$ cat src/rtl/mesi_pkg.sv
`timescale 1ns/1ps
package mesi_pkg;
  typedef enum logic [1:0] {ST_I = 2'd0, ST_S = 2'd1, ST_E = 2'd2, ST_M = 2'd3} line_st_e;
  typedef enum logic [1:0] {BC_RD = 2'd0, BC_RDX = 2'd1, BC_UPG = 2'd2, BC_WB = 2'd3} bus_cmd_e;

  function automatic logic is_hit(input line_st_e st, input logic [31:0] stored, input logic [31:0] wanted);
    return (st != ST_I) && (stored == wanted);
  endfunction

  // state a line takes when a fill completes
  function automatic line_st_e fill_state(input logic for_write, input logic others_have);
    if (for_write) return ST_M;
    return others_have ? ST_S : ST_E;
  endfunction

  // state after a matching snoop
  function automatic line_st_e snoop_next(input line_st_e st, input logic is_read);
    if (!is_read) return ST_I;
    return (st == ST_I) ? ST_I : ST_S;
  endfunction
endpackage

$ cat src/rtl/mesi_tag_array.sv
`timescale 1ns/1ps
module mesi_tag_array
  import mesi_pkg::*;
#(
  parameter int NLINES = 8,
  parameter int IDXW   = 3,
  parameter int TAGW   = 9
) (
  input  logic            clk,
  input  logic            rst_n,
  input  logic [IDXW-1:0] pa_idx,
  output logic [TAGW-1:0] pa_tag,
  output line_st_e        pa_st,
  input  logic [IDXW-1:0] pb_idx,
  output logic [TAGW-1:0] pb_tag,
  output line_st_e        pb_st,
  input  logic            la_en,
  input  logic [IDXW-1:0] la_idx,
  input  line_st_e        la_st,
  input  logic            la_tag_en,
  input  logic [TAGW-1:0] la_tag,
  input  logic            sb_en,
  input  logic [IDXW-1:0] sb_idx,
  input  line_st_e        sb_st,
  output line_st_e        st_all [NLINES]
);
  line_st_e        st_q  [NLINES];
  logic [TAGW-1:0] tag_q [NLINES];

  always_ff @(posedge clk or negedge rst_n) begin
    if (!rst_n) begin
      for (int i = 0; i < NLINES; i++) begin
        st_q[i]  <= ST_I;
        tag_q[i] <= '0;
      end
    end else begin
      for (int i = 0; i < NLINES; i++) begin
        if (sb_en && sb_idx == IDXW'(i))      st_q[i] <= sb_st;
        else if (la_en && la_idx == IDXW'(i)) st_q[i] <= la_st;
        if (la_en && la_tag_en && la_idx == IDXW'(i)) tag_q[i] <= la_tag;
      end
    end
  end

  assign pa_tag = tag_q[pa_idx];
  assign pa_st  = st_q[pa_idx];
  assign pb_tag = tag_q[pb_idx];
  assign pb_st  = st_q[pb_idx];
  assign st_all = st_q;

  AST_WRITERS_DISJOINT: assert property (@(posedge clk) disable iff (!rst_n)
    (la_en && sb_en) |-> (la_idx != sb_idx));
endmodule

$ cat src/rtl/mesi_local_ctl.sv
`timescale 1ns/1ps
module mesi_local_ctl
  import mesi_pkg::*;
#(
  parameter int AW   = 12,
  parameter int IDXW = 3
) (
  input  logic                 req,
  input  logic                 we,
  input  logic [AW-1:0]        addr,
  input  logic [AW-IDXW-1:0]   line_tag,
  input  line_st_e             line_st,
  input  logic                 blocked,
  input  logic                 gnt,
  input  logic                 shared_in,
  output logic                 done,
  output logic                 bus_req,
  output bus_cmd_e             bus_cmd,
  output logic [AW-1:0]        bus_addr,
  output logic                 upd_en,
  output line_st_e             upd_st,
  output logic                 upd_tag
);
  localparam int TAGW = AW - IDXW;
  logic [TAGW-1:0] req_tag;
  logic            hit;
  logic            active;

  assign req_tag = addr[AW-1:IDXW];

  always_comb begin
    done     = 1'b0;
    bus_req  = 1'b0;
    bus_cmd  = BC_RD;
    bus_addr = addr;
    upd_en   = 1'b0;
    upd_st   = line_st;
    upd_tag  = 1'b0;
    active   = req && !blocked;
    hit      = is_hit(line_st, 32'(line_tag), 32'(req_tag));
    if (active) begin
      if (hit && (!we || line_st == ST_M)) begin
        done = 1'b1;
      end else if (hit && line_st == ST_E) begin
        done   = 1'b1;
        upd_en = 1'b1;
        upd_st = ST_M;
      end else if (hit) begin
        bus_req = 1'b1;
        bus_cmd = BC_UPG;
        if (gnt) begin
          done   = 1'b1;
          upd_en = 1'b1;
          upd_st = ST_M;
        end
      end else if (line_st == ST_M) begin
        bus_req  = 1'b1;
        bus_cmd  = BC_WB;
        bus_addr = {line_tag, addr[IDXW-1:0]};
        if (gnt) begin
          upd_en = 1'b1;
          upd_st = ST_I;
        end
      end else begin
        bus_req = 1'b1;
        bus_cmd = we ? BC_RDX : BC_RD;
        if (gnt) begin
          done    = 1'b1;
          upd_en  = 1'b1;
          upd_tag = 1'b1;
          upd_st  = fill_state(we, shared_in);
        end
      end
    end
  end
endmodule

$ cat src/rtl/mesi_snoop_ctl.sv
`timescale 1ns/1ps
module mesi_snoop_ctl
  import mesi_pkg::*;
#(
  parameter int TAGW = 9
) (
  input  logic            valid,
  input  logic [1:0]      cmd,
  input  logic [TAGW-1:0] snp_tag,
  input  logic [TAGW-1:0] line_tag,
  input  line_st_e        line_st,
  output logic            shared_o,
  output logic            wb_o,
  output logic            upd_en,
  output line_st_e        upd_st
);
  logic match;
  logic is_read;

  assign is_read  = (cmd == 2'(BC_RD));
  assign match    = valid && is_hit(line_st, 32'(line_tag), 32'(snp_tag));
  assign shared_o = match && is_read;
  assign wb_o     = match && (line_st == ST_M);
  assign upd_en   = match;
  assign upd_st   = snoop_next(line_st, is_read);
endmodule

$ cat src/rtl/mesi_line_ctl.sv
`timescale 1ns/1ps
module mesi_line_ctl
  import mesi_pkg::*;
#(
  parameter int AW     = 12,
  parameter int NLINES = 8
) (
  input  logic          clk,
  input  logic          rst_n,
  input  logic          cpu_req,
  input  logic          cpu_we,
  input  logic [AW-1:0] cpu_addr,
  output logic          cpu_done,
  output logic          bus_req,
  output logic [1:0]    bus_cmd,
  output logic [AW-1:0] bus_addr,
  input  logic          bus_gnt,
  input  logic          bus_shared,
  input  logic          snp_valid,
  input  logic [1:0]    snp_cmd,
  input  logic [AW-1:0] snp_addr,
  output logic          snp_shared,
  output logic          snp_wb
);
  localparam int IDXW = $clog2(NLINES);
  localparam int TAGW = AW - IDXW;

  logic [IDXW-1:0] cpu_idx, snp_idx;
  logic [TAGW-1:0] cpu_line_tag, snp_line_tag;
  line_st_e        cpu_line_st, snp_line_st;
  logic            collide;
  logic            lc_upd_en, lc_upd_tag, sc_upd_en;
  line_st_e        lc_upd_st, sc_upd_st;
  bus_cmd_e        lc_cmd;
  line_st_e        st_all [NLINES];

  assign cpu_idx = cpu_addr[IDXW-1:0];
  assign snp_idx = snp_addr[IDXW-1:0];
  assign collide = snp_valid && cpu_req && (snp_idx == cpu_idx);

  mesi_tag_array #(.NLINES(NLINES), .IDXW(IDXW), .TAGW(TAGW)) u_tags (
    .clk(clk), .rst_n(rst_n),
    .pa_idx(cpu_idx), .pa_tag(cpu_line_tag), .pa_st(cpu_line_st),
    .pb_idx(snp_idx), .pb_tag(snp_line_tag), .pb_st(snp_line_st),
    .la_en(lc_upd_en), .la_idx(cpu_idx), .la_st(lc_upd_st),
    .la_tag_en(lc_upd_tag), .la_tag(cpu_addr[AW-1:IDXW]),
    .sb_en(sc_upd_en), .sb_idx(snp_idx), .sb_st(sc_upd_st),
    .st_all(st_all)
  );

  mesi_local_ctl #(.AW(AW), .IDXW(IDXW)) u_local (
    .req(cpu_req), .we(cpu_we), .addr(cpu_addr),
    .line_tag(cpu_line_tag), .line_st(cpu_line_st), .blocked(collide),
    .gnt(bus_gnt), .shared_in(bus_shared),
    .done(cpu_done), .bus_req(bus_req), .bus_cmd(lc_cmd), .bus_addr(bus_addr),
    .upd_en(lc_upd_en), .upd_st(lc_upd_st), .upd_tag(lc_upd_tag)
  );

  assign bus_cmd = lc_cmd;

  mesi_snoop_ctl #(.TAGW(TAGW)) u_snoop (
    .valid(snp_valid), .cmd(snp_cmd), .snp_tag(snp_addr[AW-1:IDXW]),
    .line_tag(snp_line_tag), .line_st(snp_line_st),
    .shared_o(snp_shared), .wb_o(snp_wb),
    .upd_en(sc_upd_en), .upd_st(sc_upd_st)
  );

  // event taps for the assertions
  logic [IDXW-1:0] prev_cpu_idx, prev_snp_idx;
  line_st_e        st_prev_cpu, st_prev_snp;
  logic            fill_rd_evt, wait_evt;

  always_ff @(posedge clk or negedge rst_n) begin
    if (!rst_n) begin
      prev_cpu_idx <= '0;
      prev_snp_idx <= '0;
    end else begin
      prev_cpu_idx <= cpu_idx;
      prev_snp_idx <= snp_idx;
    end
  end

  assign st_prev_cpu = st_all[prev_cpu_idx];
  assign st_prev_snp = st_all[prev_snp_idx];
  assign fill_rd_evt = bus_req && bus_gnt && (bus_cmd == 2'(BC_RD));
  assign wait_evt    = bus_req && !bus_gnt;

  AST_FILL_STATE: assert property (@(posedge clk) disable iff (!rst_n)
    fill_rd_evt |=> (st_prev_cpu == ($past(bus_shared) ? ST_S : ST_E)));
  AST_WRITE_ENDS_M: assert property (@(posedge clk) disable iff (!rst_n)
    (cpu_done && cpu_we) |=> (st_prev_cpu == ST_M));
  AST_VICTIM_CLEAN: assert property (@(posedge clk) disable iff (!rst_n)
    (bus_req && (bus_cmd == 2'(BC_RD) || bus_cmd == 2'(BC_RDX))) |-> (cpu_line_st != ST_M));
  AST_SNOOP_DROPS_M: assert property (@(posedge clk) disable iff (!rst_n)
    snp_wb |=> (st_prev_snp != ST_M));
  AST_SNOOP_WINS: assert property (@(posedge clk) disable iff (!rst_n)
    collide |-> (!cpu_done && !bus_req));
  AST_WAIT_NO_DONE: assert property (@(posedge clk) disable iff (!rst_n)
    wait_evt |-> !cpu_done);
endmodule

$ cat config.mk
export PLATFORM = sky130hd
export DESIGN_NAME = mesi_line_ctl
export DESIGN_NICKNAME = d
export VERILOG_FILES = /design/src/rtl/mesi_pkg.sv /design/src/rtl/mesi_tag_array.sv /design/src/rtl/mesi_local_ctl.sv /design/src/rtl/mesi_snoop_ctl.sv /design/src/rtl/mesi_line_ctl.sv
export SDC_FILE = /design/constraint.sdc
export NUM_CORES = 1
export LEC_CHECK = 0
export BUFFER_PORTS_ARGS = -buffer_cell sky130_fd_sc_hd__buf_2
export CORE_ASPECT_RATIO = 0.75
export CORE_MARGIN = 8
export CORE_UTILIZATION = 45
export CTS_CLUSTER_DIAMETER = 30
export CTS_CLUSTER_SIZE = 30
export DETAILED_ROUTE_END_ITERATION = 10
export GPL_TIMING_DRIVEN = 0
export MAX_ROUTING_LAYER = met4
export SLEW_MARGIN = 20
export SYNTH_ARGS = -nofsm -noshare
export SYNTH_HDL_FRONTEND = slang
export SYNTH_HIERARCHICAL = 1
export SYNTH_SLANG_ARGS = --single-unit
$ cat constraint.sdc
create_clock -name clk -period 3.95 [get_ports clk]
set_input_delay 0.5925 -clock clk [delete_from_list [all_inputs] [get_ports clk]]
set_output_delay 0.5925 -clock clk [all_outputs]
set_load 0.05 [all_outputs]
==> run summary <==
Once placement finished, the instance area stood at 6060 um^2. Counting both buffers and inverters, the worst setup path holds a total of 6. The mapped cell area came out at 5560 um^2. The final number of hold-violating endpoints was 0. In this run the worst hold path is classified as primary input to async pin. The leftover overflow at the end of global routing is 0. The analysis attributes to cell leakage a power of 2.93 nW. Timing would allow up to 0.257 GHz. For this run, the register share of the synthesized area comes to 0.396.

After clock tree synthesis, the flow added hold-fix buffers numbering 0. The number of setup violations in the final report is 0. The actual slew at the worst max-slew pin came out at 847 ps. The die boundary width came out at 144 um. Summed over all failing endpoints, the final setup total negative slack is 0 ps. 0 antenna diodes ended up in the layout. The maximum fanout along the worst path came out at 12. The kind of cell with the highest combined delay along the critical path is multiplexers. The data required time at the worst endpoint came out at 3360 ps. The total vias in the final route came out at 3891. The final routed DRC violation total is 0. The most repeated library cell on the critical path is sky130_fd_sc_hd__mux2_2. The fraction of layout cells with a size suffix above 1 came out at 0.572. The final routed wire length divided by cell count is 23.6 um. For the worst-skew pair, the clock arrives at the later sink with an insertion delay of 340 ps. Across the VDD grid, the largest voltage drop is 0.257 mV. The number of antenna violations at the first check in global routing came to 0. The cell count after synthesis is 407.

The final layout contains 512 nets. Yosys printed 6 warnings. The highest metal layer carrying signal wires in the routed design is met4. The category of the worst setup path launch point is a primary input.

The met3 wire length is 1190 um. The clock slew seen by the registers of the worst setup and hold paths came out at 60 ps. In this run the count of I/O pins placed on the die edge is 51. The number of nets in the synthesized netlist came out at 440. The maximum count of clock buffers along a single path is 2. The register bit count reported by yosys came out at 88. TritonCTS built the clock tree. The total core area came out at 12200 um^2. The half-perimeter wire length after detailed placement is 10300 um. The routed metal-1 wirelength is 7070 um. The ratio of routed vias to standard cells came out at 5.99.

The critical path arrival is 3300 ps. The worst stage delay on the critical path came out at 510 ps. The utilization of the core after routing came out at 0.553. Walking the worst path, the cells encountered are buf_8, buf_12, mux4_2, mux2_2, xor2_2, nor4_4, buf_4, a311oi_4, buf_6, clkbuf_16, mux2_2, buf_2.

The share of the synthesized area in the top cell type came out at 0.396. A synthesized cell averages 13.7 um^2. The post-route fraction of the period consumed by the critical path came out at 0.986. The clock buffer count from CTS came out at 9.

Clock tree synthesis found a total of 88 sinks. The post-route antenna net violation count is 0. The final worst clock skew came out at 10.2 ps.

The number of rows in the core area came out at 35. The total wire length came out at 15400 um. The shortest clock period the worst path allows after layout is 3890 ps. The largest individual stage delay along the critical path comes from the cell sky130_fd_sc_hd__mux4_2. The pin count of the biggest net entering global routing came out at 66. In the synthesized netlist the dominant register cell turns out to be sky130_fd_sc_hd__dfrtp_1. The number of enable flip-flop cells after synthesis came out at 0. Measured against its own limit, the worst slew margin works out to 0.435. Total power for the finished layout comes to 2.88 mW. The master cell of the clock root buffer is sky130_fd_sc_hd__clkbuf_16. For this run, the detailed router's first-pass iteration total came to 4. Counting flops with an async set or reset pin after synthesis yields a share of 1.00. The final weighted congestion in routability-driven placement came out at 0.791. The starting density of the core came out at 0.457. The floorplan step defined a die boundary enclosing 16200 um^2. The area growth from synthesis to final layout came out at 21.2%. In this run, the number of DRC markers left after iteration 0 of detailed routing was 334. The number of library cell types mapped by synthesis is 46. The die extent in y came out at 112 um.

The total of max-cap violations came out at 0. The sum of met2 wire segment lengths after detailed routing is 6940 um. The final number of max-transition violations came out at 0. The type of the setup path with the least slack is primary input to output pin. Yosys attributes the largest share of cell area to sky130_fd_sc_hd__dfrtp_1 40%, sky130_fd_sc_hd__mux2_2 21%, sky130_fd_sc_hd__mux4_2 18%, sky130_fd_sc_hd__mux2i_1 2.9%, sky130_fd_sc_hd__xor2_1 1.9%. The number of global-route vias before repair is 3858. The level count of the clock H-tree came out at 3. The category of the worst setup path capture point is an output pin. The count of port buffers added during placement is 50. The total routing resource utilization after global routing is 0.197. The worst reg-to-reg setup slack came out at 410 ps.

For this design the ratio of total power to cell area is 428 nW/um^2. After routing the design area is 6730 um^2. The run finished with clean final reports. Summed over all instances, the cell type with the most area after synthesis is sky130_fd_sc_hd__dfrtp_1. The first-pass GRT wire length is 23200 um.
## timing repair
item / in CTS / in global routing
setup endpoints to repair: 102 / 75
setup buffers: 4 / 3
gates cloned: 0 / 3
resized for setup: 38 / 21
pin swaps: 4 / 5
## path summary, 6_finish.rpt
check | start | end | cells after the start
setup reg to reg | u_tags/tag_q[41]$_DFFE_PN0P_ | u_tags/tag_q[61]$_DFFE_PN0P_ | 11
min in group clk | u_tags/tag_q[30]$_DFFE_PN0P_ | u_tags/tag_q[30]$_DFFE_PN0P_ | 1
hold reg to reg | u_tags/tag_q[30]$_DFFE_PN0P_ | u_tags/tag_q[30]$_DFFE_PN0P_ | 1
hold / removal | rst_n | u_tags/tag_q[36]$_DFFE_PN0P_ | 1
setup / recovery | cpu_addr[0] | bus_addr[10] | 12
max in group asynchronous | rst_n | u_tags/tag_q[16]$_DFFE_PN0P_ | 2
## synth_stat cells (2+ instances only)
cell type / count
sky130_fd_sc_hd__buf_2: 9
sky130_fd_sc_hd__buf_1: 6
sky130_fd_sc_hd__o221ai_1: 2
sky130_fd_sc_hd__inv_1: 3
sky130_fd_sc_hd__and4bb_2: 3
sky130_fd_sc_hd__nand4_1: 7
sky130_fd_sc_hd__mux2_2: 103
sky130_fd_sc_hd__a21oi_1: 11
sky130_fd_sc_hd__nor2_2: 6
sky130_fd_sc_hd__nor3_1: 2
sky130_fd_sc_hd__clkbuf_1: 4
sky130_fd_sc_hd__nor2_1: 12
sky130_fd_sc_hd__nor4_2: 3
sky130_fd_sc_hd__buf_4: 5
sky130_fd_sc_hd__xnor2_1: 7
sky130_fd_sc_hd__dfrtp_1: 88
sky130_fd_sc_hd__nor4bb_1: 3
sky130_fd_sc_hd__mux4_2: 44
sky130_fd_sc_hd__o21ai_0: 10
sky130_fd_sc_hd__nand4b_1: 6
sky130_fd_sc_hd__nand2b_1: 4
sky130_fd_sc_hd__or3_1: 2
sky130_fd_sc_hd__mux2i_1: 16
sky130_fd_sc_hd__nor4_1: 3
sky130_fd_sc_hd__xor2_1: 12
sky130_fd_sc_hd__a41oi_1: 2
sky130_fd_sc_hd__nand3_1: 2
sky130_fd_sc_hd__nand2_1: 14
## placed cells by master, fill, tap and decap left out, drive strengths merged, types with 2 or more instances in the layout
master,n
nand3,3
buf,77
mux2i,16
o221ai,2
mux4,44
xnor2,8
or3,2
nor4b,2
nor4bb,3
a21oi,11
inv,3
clkbuf,20
xor2,12
nand2b,4
a41oi,2
clkinv,4
o21ai,10
nand4b,6
nor3,2
nor2,18
and2,2
and4bb,3
nand2,14
nand4,7
nor4,6
mux2,103
dfrtp,88
## layer usage
metal | up-vias | GRT usage
met5 | - | -
met4 | 0 | 0.0512
met3 | 13 | 0.0390
met2 | 146 | 0.274
met1 | 2013 | 0.288
li1 | 1719 | -
## power by group
group	internal, mW	switching [mW]
logic	0.441	0.430
registers	1.06	0.116
clock network	0.491	0.345
## flip-flops by register name (all words and copies together) (netlist names)
signal,cells
u_tags/tag_q,72
u_tags/st_all,16
## cell type report
| type | instances | area, um^2 |
|---|---|---|
| fill | 1028 | 5440 |
| multi-input combinational | 291 | 3370 |
| sequential | 88 | 2200 |
| timing repair buffer | 61 | 454 |
| clock buffer | 11 | 233 |
| tap | 166 | 208 |
| buffer | 25 | 195 |
| clock inverter | 5 | 57.6 |
| inverter | 3 | 11.3 |
## kinds of logic (layout without fill, tap and decap cells)
kind of cell              count (synthesis)  count (layout)  synth area share
and+or+nand+nor                          75              75            0.0889
AOI/OAI and AO/OA                        32              32            0.0399
DFF                                      88              88             0.396
muxes                                   163             163             0.416
buffers and inverters                    28             105            0.0257
other                                     1               1          0.000675
xor gates and xnor gates                 20              20            0.0329
## per-stage QoR
step	instances	worst slack [ps]	hold WS (ps)
2_1_floorplan	407	-129	297
3_3_place_gp	623	-1280	502
3_5_place_dp	624	-1340	476
4_1_cts	644	0.804	114
5_1_grt	650	-20.3	131
6_report	650	56.5	118
Power figures use the tool's default switching activity.
